===== src/rtl/scaler_pkg.sv =====
package scaler_pkg;

    typedef enum logic {
        ST_IDLE = 1'b0,
        ST_RUN  = 1'b1
    } scaler_state_e;

endpackage


===== src/rtl/scaler_ctrl.sv =====
module scaler_ctrl
    import scaler_pkg::*;
#(
    parameter int COEF_W = 8
) (
    input  logic clk,
    input  logic rst_n,
    input  logic start,
    output logic busy,
    output logic load,
    output logic step,
    output logic last
);
    localparam int CNT_W = (COEF_W > 1) ? $clog2(COEF_W) : 1;
    localparam logic [CNT_W-1:0] CNT_LAST = CNT_W'(COEF_W - 1);

    scaler_state_e state_q, state_d;
    logic [CNT_W-1:0] cnt_q;

    // state register and bit counter
    always_ff @(posedge clk or negedge rst_n) begin
        if (!rst_n) begin
            state_q <= ST_IDLE;
            cnt_q   <= '0;
        end else begin
            state_q <= state_d;
            if (load)
                cnt_q <= '0;
            else if (step)
                cnt_q <= cnt_q + 1'b1;
        end
    end

    // next state
    always_comb begin
        state_d = state_q;
        unique case (state_q)
            ST_IDLE: if (start) state_d = ST_RUN;
            ST_RUN:  if (cnt_q == CNT_LAST) state_d = ST_IDLE;
            default: state_d = ST_IDLE;
        endcase
    end

    // outputs
    always_comb begin
        busy = 1'b0;
        load = 1'b0;
        step = 1'b0;
        last = 1'b0;
        unique case (state_q)
            ST_IDLE: load = start;
            ST_RUN: begin
                busy = 1'b1;
                step = 1'b1;
                last = (cnt_q == CNT_LAST);
            end
            default: ;
        endcase
    end

endmodule


===== src/rtl/scaler_accum.sv =====
module scaler_accum #(
    parameter int SAMPLE_W = 8,
    parameter int COEF_W   = 8
) (
    input  logic                         clk,
    input  logic                         rst_n,
    input  logic                         load,
    input  logic                         step,
    input  logic [SAMPLE_W-1:0]          sample,
    input  logic [COEF_W-1:0]            coef,
    output logic [SAMPLE_W+COEF_W-1:0]   sum_next
);
    localparam int ACC_W = SAMPLE_W + COEF_W;

    logic [ACC_W-1:0]  acc_q;
    logic [ACC_W-1:0]  mcand_q;
    logic [COEF_W-1:0] mult_q;

    // double the partial sum, then add the multiplicand if the current top bit is set
    always_comb begin
        sum_next = {acc_q[ACC_W-2:0], 1'b0};
        if (mult_q[COEF_W-1])
            sum_next = sum_next + mcand_q;
    end

    always_ff @(posedge clk or negedge rst_n) begin
        if (!rst_n) begin
            acc_q   <= '0;
            mcand_q <= '0;
            mult_q  <= '0;
        end else if (load) begin
            acc_q   <= '0;
            mcand_q <= {{COEF_W{sample[SAMPLE_W-1]}}, sample};
            mult_q  <= coef;
        end else if (step) begin
            acc_q  <= sum_next;
            mult_q <= {mult_q[COEF_W-2:0], 1'b0};
        end
    end

endmodule


===== src/rtl/scaler_finish.sv =====
module scaler_finish #(
    parameter int SAMPLE_W = 8,
    parameter int COEF_W   = 8,
    parameter int CLIP_LIM = 8
) (
    input  logic                       clk,
    input  logic                       rst_n,
    input  logic                       capture,
    input  logic                       clip_en,
    input  logic [SAMPLE_W+COEF_W-1:0] sum,
    output logic [SAMPLE_W-1:0]        result,
    output logic                       done
);
    localparam int ACC_W = SAMPLE_W + COEF_W;
    localparam logic signed [SAMPLE_W-1:0] LIM_HI = SAMPLE_W'(CLIP_LIM);
    localparam logic signed [SAMPLE_W-1:0] LIM_LO = SAMPLE_W'(-CLIP_LIM);

    logic signed [SAMPLE_W-1:0] rounded;
    logic signed [SAMPLE_W-1:0] limited;

    // high part of the sum, plus one when the top bit of the discarded part is set
    always_comb begin
        rounded = $signed(sum[ACC_W-1:COEF_W]) + $signed({{(SAMPLE_W-1){1'b0}}, sum[COEF_W-1]});
        limited = rounded;
        if (clip_en) begin
            if (rounded > LIM_HI)
                limited = LIM_HI;
            else if (rounded < LIM_LO)
                limited = LIM_LO;
        end
    end

    always_ff @(posedge clk or negedge rst_n) begin
        if (!rst_n) begin
            result <= '0;
            done   <= 1'b0;
        end else begin
            done <= capture;
            if (capture)
                result <= limited;
        end
    end

endmodule


===== src/rtl/shift_add_scaler.sv =====
module shift_add_scaler #(
    parameter int SAMPLE_W = 8,
    parameter int COEF_W   = 8,
    parameter int CLIP_LIM = 8
) (
    input  logic                clk,
    input  logic                rst_n,
    input  logic                start_i,
    input  logic [SAMPLE_W-1:0] sample_i,
    input  logic [COEF_W-1:0]   coef_i,
    input  logic                clip_en_i,
    output logic                busy_o,
    output logic                done_o,
    output logic [SAMPLE_W-1:0] result_o
);
    localparam int ACC_W = SAMPLE_W + COEF_W;

    logic             load, step, last;
    logic             clip_q;
    logic [ACC_W-1:0] sum_next;

    scaler_ctrl #(.COEF_W(COEF_W)) ctrl_i (
        .clk   (clk),
        .rst_n (rst_n),
        .start (start_i),
        .busy  (busy_o),
        .load  (load),
        .step  (step),
        .last  (last)
    );

    scaler_accum #(.SAMPLE_W(SAMPLE_W), .COEF_W(COEF_W)) accum_i (
        .clk      (clk),
        .rst_n    (rst_n),
        .load     (load),
        .step     (step),
        .sample   (sample_i),
        .coef     (coef_i),
        .sum_next (sum_next)
    );

    always_ff @(posedge clk or negedge rst_n) begin
        if (!rst_n)
            clip_q <= 1'b0;
        else if (load)
            clip_q <= clip_en_i;
    end

    scaler_finish #(.SAMPLE_W(SAMPLE_W), .COEF_W(COEF_W), .CLIP_LIM(CLIP_LIM)) finish_i (
        .clk     (clk),
        .rst_n   (rst_n),
        .capture (step & last),
        .clip_en (clip_q),
        .sum     (sum_next),
        .result  (result_o),
        .done    (done_o)
    );

endmodule


===== config.mk =====
export PLATFORM = sky130hd
export DESIGN_NAME = shift_add_scaler
export DESIGN_NICKNAME = d
export VERILOG_FILES = /design/src/rtl/scaler_pkg.sv /design/src/rtl/scaler_ctrl.sv /design/src/rtl/scaler_accum.sv /design/src/rtl/scaler_finish.sv /design/src/rtl/shift_add_scaler.sv
export SDC_FILE = /design/constraint.sdc
export NUM_CORES = 1
export LEC_CHECK = 0
export BUFFER_PORTS_ARGS = -buffer_cell sky130_fd_sc_hd__buf_2
export CORE_MARGIN = 10
export CORE_UTILIZATION = 30
export DETAILED_ROUTE_END_ITERATION = 8
export PLACE_DENSITY_LB_ADDON = 0.3
export SLEW_MARGIN = 20
export SYNTH_ARGS = -nofsm -noshare
export SYNTH_HDL_FRONTEND = slang
export SYNTH_SLANG_ARGS = --single-unit

===== constraint.sdc =====
create_clock -name clk -period 6.77 [get_ports clk]
set_input_delay 0.677 -clock clk [delete_from_list [all_inputs] [get_ports clk]]
set_output_delay 0.677 -clock clk [all_outputs]
set_load 0.01 [all_outputs]

==> out/metrics.yaml <==
timing:
  finClkSkew_ns: 0.0103
  slew_viol_final: 0
  maxSlewHeadroom_pct: 54.7
  fmax_ghz: 0.243
  fin_setup_tns_ns: 0
  period_minus_slack_ns: 4.12
  rsz0062_at_grt: "false"
  min_period_over_period_pct: 60.8
  worstMarginPinSlew_ns: 0.677
  whs_ns: 0.365
  hold_viol: 0
  setup_viol: 0
setup_path:
  r2r_slack_ns: 2.65
  worstPathArrival_ns: 4.34
  critical_path.endpoint_type: "flop"
  slowest_stage: "or4_4"
  cp_top_family: "simple AND/OR/NAND/NOR gates"
  reg2regPathDepth: 16
  worstPathMaxFanout: 8
  required_ns: 6.99
  cp.buffers_inverters: 1
  worstSetupStartpointType: "flop"
  worst_r2r_endpoint: "finish_i.result[2]"
  r2r-start: "accum_i.acc_q[0]"
  worstPathCellList: "ha_1 -> inv_1 -> fa_1 -> nand2b_1 -> a21oi_2 -> and2b_1 -> xnor2_1 -> mux2_2 -> ha_1 -> nand3_1 -> o211ai_2 -> nand2_4 -> nor4b_1 -> xnor2_1 -> or4_4 -> a21oi_1"
  max_stage_delay_ns: 0.59
  worstSetupPathType: "flop to flop"
layout:
  fin_area_um2: 3390
  diodes: 0
  nets: 379
  drive_above_1_share_pct: 19.9
  utilization_pct: 34.6
  area_growth_pct: 12.0
yosys:
  seq_area_frac_synth_pct: 37.2
  synth_nets: 355
  ys_top_cells_by_count: "dfrtp_1 (45), nand2_1 (44), o21ai_0 (20), ha_1 (18), mux2i_1 (17)"
  synth-edff-count: 0
  syn_inst: 316
  synth_area_leaders: "dfrtp_1 (37%), ha_1 (7.4%), mux2_2 (5.9%)"
  avgSynthCellArea_um2: 9.59
  async_flop_share_pct: 100
  synth_top_area_cell: "dfrtp_1"
  synthFlopType: "dfrtp_1"
  yosysWarningCount: 0
  yosysTopAreaCellShare_pct: 37.2
  synth_seq_cells: 45
  synth_cell_types: 54
  yosysMostFrequentCell: "dfrtp_1"
  syn_area_um2: 3030
drt:
  viasPerCell: 5.02
  drtAntennaViolNets: 0
  vias: 2380
  routedWlPerCell_um: 14.4
  wl_um: 6830
  drtPass1Iterations: 4
  drt_iter0_drc: 98
  drc: 0
run_status:
  outcome: "completed"
global_routing:
  gr-total-overflow: 0
  grt_max_degree: 46
  track_usage_pct: 9.79
  first_global_vias: 2519
  grt_pass1_wl_um: 12000
  antenna_found_initial: 0
clocking:
  path_clk_slew_ns: 0.09
  h-tree-depth: 2
  cts_tree: "built"
  cts_num_sinks: 45
  clock_tree.buffer_depth: 2
  cts_root_buf: "clkbuf_8"
  worstSkewPairLatency_ns: 0.30
  post_cts_buffers: 0
  cts_buffers: 5
  cts_repair_resize_count: 0
  postCtsHoldBufs: 0
placement:
  dp_hpwl_um: 5020
  io_buffer_count: 29
  dpl-instance-area_um2: 3290
  gp_congestion: 0.776
pwr:
  comb_power_share_pct: 63.0
  switching_share_pct: 46.1
  total_power_w: 0.00178
  power.leakage_nw: 1.54
  p_sw_w: 0.000820
  p_clk_share_pct: 10.0
  intPower_w: 0.000959
  peakVddDrop_mv: 0.204
  p_per_area_nw_per_um2: 525
  pwr-share-seq_pct: 27.0
floorplan:
  dieWidth_um: 120
  core-area_um2: 9820
  dieArea_um2: 14500
  start_util_pct: 30.8
  dieHeight_um: 120
  rows: 36
  boundaryPins: 30
job:
  maxCapViolCount: 0
min_path:
  hold_class: "input port to async pin"
worst max path at each step:
stage / startpoint / to / cells past startpoint
floorplan: accum_i.acc_q[0] / finish_i.result[0] / 16
global placement: accum_i.acc_q[0] / finish_i.result[0] / 16
detailed placement: accum_i.acc_q[0] / finish_i.result[2] / 16
CTS: accum_i.acc_q[0] / finish_i.result[0] / 16
global route: accum_i.acc_q[0] / finish_i.result[2] / 16
finish: accum_i.acc_q[0] / finish_i.result[2] / 16
power by group through the flow:
stage	registers, W	clock network [W]	logic, W
floorplan	0.000464	0	0.000901
finish	0.000481	0.000178	0.00112
global placement	0.000487	0	0.00111
global route	0.000501	0.000198	0.00126
detailed placement	0.000489	0	0.00112
CTS	0.000483	0.000189	0.00113
kinds of logic (layout without fill, tap and decap cells):
family	Yosys count	after routing	synth area share (%)
flip-flops	45	45	37.2
AND/OR/NAND/NOR	95	95	15.3
multiplexers	33	33	11.6
adder cells (fa/ha/maj)	19	19	8.10
XOR/XNOR	14	14	4.30
buffers and inverters	23	48	3.22
AO/OA/AOI/OAI	87	87	20.3
layer usage:
layer | vias up | global-route usage, % | share of wire (%) | routed length, µm
met2 | 31 | 16.5 | 49 | 3320
met3 | 11 | 2.05 | 3.3 | 225
met1 | 1143 | 11.9 | 46 | 3120
met4 | 0 | 4.00 | 2.4 | 163
li1 | 1195 | - | - | -
met5 | - | 0 | 0 | 0
cells in the final DEF (no fill, tap or decap), drive strengths merged, types with 9 or more instances in the layout:
cell type,Yosys,layout
nand2,45,45
inv,9,9
nand2b,13,13
buf,8,31
mux2,16,16
xnor2,11,11
ha,18,18
a21oi,19,19
dfrtp,45,45
nor2,11,11
mux2i,17,17
o21ai,22,22
per-stage QoR:
step,setup slack (ns),std cells
after floorplan,3.04,316
after global placement,2.81,466
after detailed placement,2.67,466
after CTS,2.60,474
after global routing,2.20,474
final,2.65,474
area by class of cell:
| class | instances | area, µm² |
|---|---|---|
| Clock inverter | 2 | 13.8 |
| Sequential cell | 45 | 1130 |
| Inverter | 9 | 33.8 |
| Timing Repair Buffer | 31 | 163 |
| Multi-Input combinational cell | 248 | 1810 |
| Tap cell | 133 | 166 |
| Fill cell | 1072 | 6430 |
| Clock buffer | 6 | 82.6 |
sequential cells by signal, indices dropped and copies added (netlist names):
name / count
accum_i.mcand_q: 8
accum_i.mult_q: 8
ctrl_i.state_q: 1
accum_i.acc_q: 15
clip_q: 1
ctrl_i.cnt_q: 3
finish_i.done: 1
finish_i.result: 8
No activity file was read; power rests on OpenSTA's default activity.
